File: src/rtl/mtx_pkg.sv
package mtx_pkg;

   typedef struct packed {
      logic p;
      logic n;
   } mtx_line_t;

   // Level of the pair when no bit is being sent.
   function automatic mtx_line_t mtx_idle_level(input logic hi_sel);
      mtx_line_t v;
      v.p = hi_sel;
      v.n = 1'b0;
      return v;
   endfunction

   // Level of the pair for one half of an active cell.
   // A 0 bit goes high then low; a 1 bit goes low then high.
   function automatic mtx_line_t mtx_half_level(input logic bit_v, input logic first_half);
      mtx_line_t v;
      v.p = first_half ? ~bit_v : bit_v;
      v.n = ~v.p;
      return v;
   endfunction

endpackage

File: src/rtl/mtx_bitclk_div.sv
module mtx_bitclk_div #(
   parameter int REF_PER_BIT = 2
) (
   input  logic clk,
   input  logic rst_n,
   output logic cell_start_o,
   output logic mid_o,
   output logic first_half_o,
   output logic bit_clk_o
);
   localparam int HALF = REF_PER_BIT / 2;
   localparam int CW   = (REF_PER_BIT > 2) ? $clog2(REF_PER_BIT) : 1;
   localparam logic [CW-1:0] LAST    = CW'(REF_PER_BIT - 1);
   localparam logic [CW-1:0] MID_CNT = CW'(HALF - 1);
   localparam logic [CW-1:0] HALF_CNT = CW'(HALF);

   if (REF_PER_BIT < 2 || (REF_PER_BIT % 2) != 0) begin : g_bad_ratio
      $error("mtx_bitclk_div: REF_PER_BIT must be even and at least 2");
   end

   logic [CW-1:0] cnt_q;
   logic          bclk_q;

   always_ff @(posedge clk or negedge rst_n) begin
      if (!rst_n) begin
         cnt_q  <= '0;
         bclk_q <= 1'b0;
      end else begin
         if (cnt_q == LAST) begin
            cnt_q  <= '0;
            bclk_q <= 1'b0;
         end else begin
            cnt_q <= cnt_q + 1'b1;
            if (cnt_q == MID_CNT) bclk_q <= 1'b1;
         end
      end
   end

   assign cell_start_o = (cnt_q == LAST);
   assign mid_o        = (cnt_q == MID_CNT);
   assign first_half_o = (cnt_q < HALF_CNT);
   assign bit_clk_o    = bclk_q;

   a_r2_bitclk_low_at_start : assert property (@(posedge clk) disable iff (!rst_n)
      cell_start_o |=> (!bit_clk_o && first_half_o));

   a_r2_bitclk_high_at_mid : assert property (@(posedge clk) disable iff (!rst_n)
      mid_o |=> (bit_clk_o && !first_half_o));

endmodule

File: src/rtl/mtx_cell_sync.sv
module mtx_cell_sync (
   input  logic clk,
   input  logic rst_n,
   input  logic cell_start_i,
   input  logic en_i,
   input  logic data_i,
   input  logic sel_i,
   output logic act_o,
   output logic data_o,
   output logic sel_o
);
   logic act_q, dat_q, sel_q;

   always_ff @(posedge clk or negedge rst_n) begin
      if (!rst_n) begin
         act_q <= 1'b0;
         dat_q <= 1'b0;
         sel_q <= 1'b0;
      end else if (cell_start_i) begin
         act_q <= en_i;
         dat_q <= data_i;
         sel_q <= sel_i;
      end
   end

   assign act_o  = act_q;
   assign data_o = dat_q;
   assign sel_o  = sel_q;

   a_r5_en_hold : assert property (@(posedge clk) disable iff (!rst_n)
      !cell_start_i |=> $stable(act_o));

   a_r5_data_hold : assert property (@(posedge clk) disable iff (!rst_n)
      !cell_start_i |=> $stable(data_o));

   a_r9_sel_hold : assert property (@(posedge clk) disable iff (!rst_n)
      !cell_start_i |=> $stable(sel_o));

endmodule

File: src/rtl/mtx_cell_encoder.sv
module mtx_cell_encoder
   import mtx_pkg::*;
(
   input  logic      clk,
   input  logic      rst_n,
   input  logic      act_i,
   input  logic      data_i,
   input  logic      sel_i,
   input  logic      first_half_i,
   input  logic      mid_i,
   output mtx_line_t line_o
);
   always_comb begin
      if (act_i) line_o = mtx_half_level(data_i, first_half_i);
      else       line_o = mtx_idle_level(sel_i);
   end

   // every active cell flips the positive leg at mid-cell.
   a_r3_mid_transition : assert property (@(posedge clk) disable iff (!rst_n)
      (mid_i && act_i) |=> (line_o.p != $past(line_o.p)));

   // a held-high idle stays put while idle and select are unchanged.
   a_r8_idle_steady : assert property (@(posedge clk) disable iff (!rst_n)
      (!act_i && sel_i) |=> (!act_i && sel_i) |-> $stable(line_o));

endmodule

File: src/rtl/manchester_tx_enc.sv
module manchester_tx_enc #(
   parameter int REF_PER_BIT = 2,
   parameter bit OUT_REG     = 1'b0
) (
   input  logic clk_ref,
   input  logic rst_n,
   input  logic tx_en,
   input  logic tx_data,
   input  logic idle_hi_sel,
   output logic line_p,
   output logic line_n,
   output logic bit_clk
);
   import mtx_pkg::*;

   logic      cell_start, mid, first_half;
   logic      act, dat, sel;
   mtx_line_t enc;

   mtx_bitclk_div #(.REF_PER_BIT(REF_PER_BIT)) u_div (
      .clk          (clk_ref),
      .rst_n        (rst_n),
      .cell_start_o (cell_start),
      .mid_o        (mid),
      .first_half_o (first_half),
      .bit_clk_o    (bit_clk)
   );

   mtx_cell_sync u_sync (
      .clk          (clk_ref),
      .rst_n        (rst_n),
      .cell_start_i (cell_start),
      .en_i         (tx_en),
      .data_i       (tx_data),
      .sel_i        (idle_hi_sel),
      .act_o        (act),
      .data_o       (dat),
      .sel_o        (sel)
   );

   mtx_cell_encoder u_enc (
      .clk          (clk_ref),
      .rst_n        (rst_n),
      .act_i        (act),
      .data_i       (dat),
      .sel_i        (sel),
      .first_half_i (first_half),
      .mid_i        (mid),
      .line_o       (enc)
   );

   if (OUT_REG) begin : g_out_reg
      mtx_line_t out_q;
      always_ff @(posedge clk_ref or negedge rst_n) begin
         if (!rst_n) out_q <= '0;
         else        out_q <= enc;
      end
      assign line_p = out_q.p;
      assign line_n = out_q.n;
   end else begin : g_out_comb
      assign line_p = enc.p;
      assign line_n = enc.n;
   end

   // the legs never sit at the same level while a cell is being sent.
   a_r4_legs_opposite : assert property (@(posedge clk_ref) disable iff (!rst_n)
      (act && !OUT_REG) |-> (line_p != line_n));

endmodule

File: config.mk
export PLATFORM = sky130hd
export DESIGN_NAME = manchester_tx_enc
export DESIGN_NICKNAME = d
export VERILOG_FILES = /design/src/rtl/mtx_pkg.sv /design/src/rtl/mtx_bitclk_div.sv /design/src/rtl/mtx_cell_sync.sv /design/src/rtl/mtx_cell_encoder.sv /design/src/rtl/manchester_tx_enc.sv
export SDC_FILE = /design/constraint.sdc
export NUM_CORES = 1
export LEC_CHECK = 0
export BUFFER_PORTS_ARGS = -buffer_cell sky130_fd_sc_hd__buf_2
export CORE_AREA = 2 2 39 41
export DETAILED_ROUTE_END_ITERATION = 12
export DIE_AREA = 0 0 41 43
export PLACE_DENSITY_LB_ADDON = 0.05
export SYNTH_ARGS = -nofsm -noshare
export SYNTH_HDL_FRONTEND = slang
export SYNTH_SLANG_ARGS = --single-unit
export TNS_END_PERCENT = 10
File: constraint.sdc
create_clock -name clk_ref -period 1.2 [get_ports clk_ref]
set_input_delay 0.24 -clock clk_ref [delete_from_list [all_inputs] [get_ports clk_ref]]
set_output_delay 0.24 -clock clk_ref [all_outputs]
set_load 0.1 [all_outputs]
==> results of run 1 <==
through the flow:
step	area [sq um]	setup WS [ns]	total power [mW]	hold slack, ns	TNS (ns)
final	327	-0.325	0.401	0.246	-0.715
after global routing	327	-0.362	0.420	0.246	-0.830
after CTS	327	-0.341	0.412	0.242	-0.763
after detailed placement	290	-0.0856	0.225	0.0492	-0.157
after global placement	290	-0.0936	0.225	0.0540	-0.170
after floorplan	183	-0.300	0.194	-0.0556	-0.538
path summary, 6_finish.rpt:
kind	start	cells past startpoint	end
max in group asynchronous	rst_n	2	u_div.bit_clk_o$_DFF_PN0_
min in group asynchronous	rst_n	2	u_div.bit_clk_o$_DFF_PN0_
setup / recovery	u_div.bit_clk_o$_DFF_PN0_	3	line_p
hold reg to reg	u_sync.sel_o$_DFFE_PN0P_	1	u_sync.sel_o$_DFFE_PN0P_
hold / removal	tx_data	2	u_sync.data_o$_DFFE_PN0P_
setup reg to reg	u_div.bit_clk_o$_DFF_PN0_	2	u_sync.act_o$_DFFE_PN0P_
state kept, by name (all words and copies together), names as in the netlist:
register / flops
u_sync.data_o: 1
u_sync.act_o: 1
u_sync.sel_o: 1
u_div.bit_clk_o: 1
cell families after synthesis:
family	count (synthesis)
AND/OR/NAND/NOR	1
buffers and inverters	1
flip-flops	4
XOR/XNOR	1
multiplexers	4
what timing repair did:
| item | CTS | global route |
|---|---|---|
| hold buffers | 1 | 0 |
| endpoints found under the hold margin | 4 | 0 |
| setup endpoints to repair | 3 | 3 |
per-layer routing:
metal / vias up / share of wire / track usage
li1: 62 / - / -
met1: 52 / 0.44 / 0.0554
met2: 8 / 0.39 / 0.0594
met3: 0 / 0.16 / 0.0209
met4: 0 / 0 / 0.0400
met5: - / 0 / 0
where the power goes:
part / switching [mW] / internal [mW] / total [mW] / leakage (nW)
Combinational: 0.0441 / 0.0358 / 0.0798 / 0.0986
Sequential: 0.00422 / 0.141 / 0.145 / 0.0444
Clock: 0.0515 / 0.125 / 0.176 / 0.0150
Total: 0.0998 / 0.301 / 0.401 / 0.158
worst max-delay path: cells and delay by family, from the launching register on:
| family | cells | cell delay (ns) |
|---|---|---|
| XOR/XNOR | 1 | 0.14 |
| multiplexers | 1 | 0.27 |
| flip-flops | 1 | 0.48 |
| buffers and inverters | 1 | 0.17 |
layout make-up:
type                            count  area share
Inverter                            1      0.0115
Sequential cell                     4       0.318
Tap cell                           16      0.0613
Clock buffer                        4      0.0805
Multi-Input combinational cell      6       0.230
Timing Repair Buffer                9       0.299
cell usage after synthesis:
cell type,number,share of area
and2b_2,1,0.051
xnor2_1,1,0.051
mux2_2,3,0.20
inv_1,1,0.022
mux2_4,1,0.088
dfrtp_1,4,0.59
==> summary.txt, run 1 <==
Outcome: finished with violations
Violated checks: setup timing
Max stage delay on crit path: 0.48 ns
Max Buffers Root-to-Sink: 2
Clock skew: 0.00561 ns
Fmax: 0.656 GHz
Most common cell after layout, fill and taps aside: buf_2
Die width: 41 um
Detailed-router iteration count before antenna repair: 2
Hold Path Class: primary input to register
Post-CTS Setup Inserts: 0
Yosys reg bits: 4
Drt wl/cell: 8.80 um
DPL Wire Length: 325 um
Worst Tran Pin Value: 0.131 ns
Seq. cell area: 104 sq um
Max VDD drop: 375 uV
Fin. Hold Viols: 0
Clock Sinks: 4
Post-DRT Antenna Nets: 0
Worst R2R Setup Slack: 0.16 ns
Num CTS Buffers: 3
Max-cap violations: 0
Crit Path Max Fanout: 2
Worst slew margin: 0.912
Vias: 122
Final Instance Count excl. Fillers: 40
Multiplexer area fraction after synthesis: 0.287
Crit-path cells: xnor2_2, mux2_4, buf_12
Count of different cell masters after synthesis: 6
Setup Viol. Count Final: 3
Synth Area in Adders: 0
Layout overhead on the synthesized area: 91.9%
Synth Area per Inst: 15.5 sq um
Post-synthesis cell area: 170 sq um
RSZ-0062 raised after global routing: yes
Seq/Total Area, Yosys: 0.588
Nets: 30
Critical Path Sink Type: primary output
Setup ws final: -0.325 ns
Ant. Diodes: 0
Layout fillers: 147
Critical path type: register to primary output
CTS tree: built
CTS H-Tree Depth: 1
Multi-input gate area: 75.1 sq um
# DRC: 0
Die ar.: 1760 sq um
Final Slew Violations: 0
Compound-Gate Fraction of Synth Area: 0
Yosys warnings: 0
Slowest library cell on the worst path: dfrtp_4
Starting Density: 0.123
Final WL: 352 um
Boundary pin count: 8
Initial antenna violation count: 0
Largest net degree at the start of global routing: 6
Pwr dens: 1230 nW/um^2
Main combinational cell family by area after synthesis: multiplexers
Post-Syn Nets: 16
Root Driver: clkbuf_4
Post-Synth XOR/XNOR Area: 0.0515
Lkg Pwr: 0.158 nW
Post-synthesis simple-gate area fraction: 0.0515
Clk slew on worst S/H paths: 0.04 ns
GPL Wtd Cong: 0.585
Core ar.: 1380 sq um
Placed cell count: 35
Final period utilization: 1.27
CP arrival: 1.28 ns
Gate Count Post-Synth: 11
WP data required: 0.96 ns
Global-route wire length before repair: 538 um
Port buffer count: 7
GRT Overall Usage: 0.0464
Number of global-route vias before repair: 135
Worst Setup Start Kind: register
Most frequent cells in the layout: buf_2 (4), mux2_2 (3), clkbuf_4 (3), buf_12 (3), dfrtp_1 (3)
Post-layout util: 0.236
Worst-Skew Late Latency: 0.23 ns
Total global routing overflow: 0
Die Height: 43 um
Fraction of layout cells with a size suffix above 1: 0.750
Vias per inst: 3.05
Final min period: 1.52 ns
Row count: 14
Initial detailed-routing violation count: 1
Resized cells post-CTS: 0
(Power assumes the default switching activity.)
==> inputs of run 2 (changes only) <==
--- a/config.mk
+++ b/config.mk
@@ -7,6 +7,8 @@
 export LEC_CHECK = 0
 export BUFFER_PORTS_ARGS = -buffer_cell sky130_fd_sc_hd__buf_2
 export CORE_AREA = 2 2 39 41
+export CTS_BUF_LIST = sky130_fd_sc_hd__clkbuf_16
+export CTS_CLUSTER_DIAMETER = 50
 export DETAILED_ROUTE_END_ITERATION = 12
 export DIE_AREA = 0 0 41 43
 export PLACE_DENSITY_LB_ADDON = 0.05
==> summary.txt, run 2 (synthesis gave the netlist of run 1 again) <==
Clock skew: 0.000632 ns
Layout fillers: 144
Num CTS Buffers: 3
WP data required: 0.96 ns
Worst Tran Pin Value: 0.131 ns
Final Slew Violations: 0
Final WL: 390 um
Detailed-router iteration count before antenna repair: 2
Critical path type: register to primary output
Hold Path Class: primary input to register
Worst-Skew Late Latency: 0.22 ns
GRT Overall Usage: 0.0554
Total global routing overflow: 0
Row count: 14
Starting Density: 0.123
Number of global-route vias before repair: 139
Core ar.: 1380 sq um
Nets: 30
Clk slew on worst S/H paths: 0.03 ns
Most frequent cells in the layout: buf_2 (4), mux2_2 (3), clkbuf_16 (3), buf_12 (3), dfrtp_1 (3)
Final period utilization: 1.26
WL met1: 181 um
Clock Sinks: 4
Post-DRT Antenna Nets: 0
Most common cell after layout, fill and taps aside: buf_2
Vias: 121
# DRC: 0
Max VDD drop: 736 uV
Layout overhead on the synthesized area: 123%
Die width: 41 um
CTS H-Tree Depth: 1
Critical Path Sink Type: primary output
Global-route wire length before repair: 600 um
DPL Wire Length: 325 um
Fin. Hold Viols: 0
Initial detailed-routing violation count: 1
Ant. Diodes: 0
Max-cap violations: 0
Boundary pin count: 8
Port buffer count: 7
Fraction of layout cells with a size suffix above 1: 0.750
Max Buffers Root-to-Sink: 2
Setup ws final: -0.314 ns
Crit Path Max Fanout: 2
Met3 Wirelength: 57 um
Worst slew margin: 0.912
RSZ-0062 raised after global routing: yes
Root Driver: clkbuf_16
Initial antenna violation count: 0
GPL Wtd Cong: 0.585
Die ar.: 1760 sq um
Vias per inst: 3.03
WL met2: 151 um
Worst Setup Start Kind: register
Violated checks: setup timing
Drt wl/cell: 9.75 um
CP arrival: 1.27 ns
Outcome: finished with violations
Setup Viol. Count Final: 3
Largest net degree at the start of global routing: 6
Lkg Pwr: 0.185 nW
Fmax: 0.660 GHz
Setup TNS: -0.685 ns
Top Metal Used: met3
Die Height: 43 um
Final min period: 1.51 ns
Pre-CTS setup slack: -0.0856 ns
CTS tree: built
Pwr dens: 1990 nW/um^2
-- run 2: per-stage QoR --
step                      hold WS [ns]  utilization  power (mW)  area [sq um]  instances
after detailed placement        0.0492        0.210       0.225           290         35
after global placement          0.0540        0.210       0.225           290         35
after global routing             0.261        0.274       0.775           379         40
after CTS                        0.256        0.274       0.761           379         40
after floorplan                -0.0556            -       0.194           183         11
final                            0.254        0.274       0.753           379         40
-- run 2: worst paths after layout --
path                                                start                   endpoint  slack (ns)  cells after the start
worst max-delay path            u_div.bit_clk_o$_DFF_PN0_                     line_p       -0.31                      3
worst min-delay path                              tx_data  u_sync.data_o$_DFFE_PN0P_        0.25                      2
worst max register to register  u_div.bit_clk_o$_DFF_PN0_   u_sync.act_o$_DFFE_PN0P_        0.17                      2
worst min register to register   u_sync.sel_o$_DFFE_PN0P_   u_sync.sel_o$_DFFE_PN0P_        0.51                      1
max in group asynchronous                           rst_n  u_div.bit_clk_o$_DFF_PN0_        0.71                      2
min in group asynchronous                           rst_n  u_div.bit_clk_o$_DFF_PN0_        0.36                      2
-- run 2: metal layers --
layer / track usage / vias up
met5: 0 / -
met3: 0.0366 / 0
met2: 0.0625 / 8
met1: 0.0619 / 52
li1: - / 61
met4: 0.0600 / 0
-- run 2: area by class of cell --
class                      instances  area [sq um]  share of cell area
clock buffer                       3          75.1               0.198
clock inverter                     1          3.75             0.00990
inverter                           1          3.75             0.00990
multi-input combinational          6          75.1               0.198
sequential                         4           104               0.274
tap                               16          20.0              0.0528
timing repair buffer               9          97.6               0.257
-- run 2: what timing repair did --
item                                    4_1_cts  5_1_grt
endpoints found under the setup margin        3        3
buffers inserted                              0        0
hold buffers                                  1        0
hold endpoints to repair                      4        0
gates resized for setup                       0        0
-- run 2: where the power goes --
| group | switching [mW] | internal (mW) | total (mW) | leakage [nW] |
|---|---|---|---|---|
| logic | 0.0441 | 0.0358 | 0.0799 | 0.0986 |
| registers | 0.00425 | 0.141 | 0.145 | 0.0444 |
| clock network | 0.0975 | 0.430 | 0.528 | 0.0423 |
-- run 2: critical path, cell delays in order, from the launching register on --
cell and delay (ns):
dfrtp_4 0.47, xnor2_2 0.14, mux2_4 0.27, buf_12 0.17
==> inputs of run 3 (changes only) <==
--- a/config.mk
+++ b/config.mk
@@ -15,4 +15,3 @@
 export SYNTH_ARGS = -nofsm -noshare
 export SYNTH_HDL_FRONTEND = slang
 export SYNTH_SLANG_ARGS = --single-unit
-export TNS_END_PERCENT = 10
==> summary.txt, run 3 (synthesis gave the netlist of run 1 again) <==
Fmax: 0.660 GHz
Vias: 121
Pwr dens: 1990 nW/um^2
Die width: 41 um
Final Slew Violations: 0
Worst Setup Start Kind: register
Hold Path Class: primary input to register
GRT Overall Usage: 0.0554
Ant. Diodes: 0
Design area: 379 sq um
Setup Viol. Count Final: 3
Lkg Pwr: 0.185 nW
Critical path type: register to primary output
Critical path buffer and inverter count: 1
Slowest library cell on the worst path: dfrtp_4
Boundary pin count: 8
RSZ-0062 raised after global routing: yes
Number of global-route vias before repair: 141
# DRC: 0
Drt wl/cell: 9.75 um
Vias per inst: 3.03
Max VDD drop: 736 uV
Fraction of layout cells with a size suffix above 1: 0.750
WP data required: 0.96 ns
Die ar.: 1760 sq um
Critical Path Sink Type: primary output
Clock Sinks: 4
Post-DRT Antenna Nets: 0
Final period utilization: 1.26
Most common cell after layout, fill and taps aside: buf_2
Hold WS: 0.254 ns
Placed Area: 290 sq um
Resized cells post-CTS: 0
Core ar.: 1380 sq um
Top delay family on crit path: flip-flops
Total global routing overflow: 0
Starting Density: 0.123
Row count: 14
CTS tree: built
Final min period: 1.51 ns
Max Buffers Root-to-Sink: 2
Max-cap violations: 0
Final Total Pwr: 0.753 mW
Largest net degree at the start of global routing: 6
Detailed-router iteration count before antenna repair: 2
Port buffer count: 7
Post-CTS Setup Inserts: 0
Most frequent cells in the layout: buf_2 (4), mux2_2 (3), clkbuf_16 (3), buf_12 (3), dfrtp_1 (3)
GPL Wtd Cong: 0.585
CP arrival: 1.27 ns
Die Height: 43 um
Initial detailed-routing violation count: 1
Nets: 30
Violated checks: setup timing
Root Driver: clkbuf_16
Post-layout util: 0.274
Clock skew: 0.000632 ns
Outcome: finished with violations
Initial antenna violation count: 0
Crit-path cells: xnor2_2, mux2_4, buf_12
Clk slew on worst S/H paths: 0.03 ns
Setup ws final: -0.314 ns
Worst-Skew Late Latency: 0.22 ns
Worst slew margin: 0.912
Num CTS Buffers: 3
Global-route wire length before repair: 600 um
Worst Tran Pin Value: 0.131 ns
CTS H-Tree Depth: 1
Final WL: 390 um
Crit Path Max Fanout: 2
Fin. Hold Viols: 0
Layout overhead on the synthesized area: 123%
Max stage delay on crit path: 0.47 ns
DPL Wire Length: 325 um
[run 3: layout make-up]
cell class                      instances  area, sq um
Inverter                                1         3.75
Clock buffer                            3         75.1
Sequential cell                         4          104
Fill cell                             144         1000
Clock inverter                          1         3.75
Tap cell                               16         20.0
Timing Repair Buffer                    9         97.6
Multi-Input combinational cell          6         75.1
[run 3: worst register-to-register path: stages (launching register included)]
cell     delay [ns]
dfrtp_4        0.47
buf_4          0.17
mux2_2         0.27
[run 3: where the power goes]
group	total [mW]	switching, mW	internal (mW)
clock	0.528	0.0975	0.430
combinational	0.0799	0.0441	0.0358
sequential	0.145	0.00425	0.141
[run 3: final timing paths]
path / start / to / slack, ns / depth (start not counted)
max: u_div.bit_clk_o$_DFF_PN0_ / line_p / -0.31 / 3
min: tx_data / u_sync.data_o$_DFFE_PN0P_ / 0.25 / 2
max reg2reg: u_div.bit_clk_o$_DFF_PN0_ / u_sync.act_o$_DFFE_PN0P_ / 0.17 / 2
min reg2reg: u_sync.sel_o$_DFFE_PN0P_ / u_sync.sel_o$_DFFE_PN0P_ / 0.51 / 1
max in group asynchronous: rst_n / u_div.bit_clk_o$_DFF_PN0_ / 0.71 / 2
min in group asynchronous: rst_n / u_div.bit_clk_o$_DFF_PN0_ / 0.36 / 2
[run 3: metal layers]
layer,GRT usage,up-vias,wire (um)
met3,0.0366,0,57
met1,0.0619,52,181
met4,0.0600,0,0
li1,-,61,-
met2,0.0625,8,151
met5,0,-,0
[run 3: timing repair]
| action | in CTS | in global routing |
|---|---|---|
| hold buffers | 1 | 0 |
| cloned | 0 | 0 |
| hold endpoints to repair | 4 | 0 |
| setup endpoints to repair | 3 | 3 |
[run 3: stage by stage]
| stage | setup WS [ns] | instances | TNS (ns) |
|---|---|---|---|
| 2_1_floorplan | -0.300 | 11 | -0.538 |
| 3_3_place_gp | -0.0936 | 35 | -0.170 |
| 3_5_place_dp | -0.0856 | 35 | -0.157 |
| 4_1_cts | -0.325 | 40 | -0.715 |
| 5_1_grt | -0.344 | 40 | -0.775 |
| 6_report | -0.314 | 40 | -0.685 |
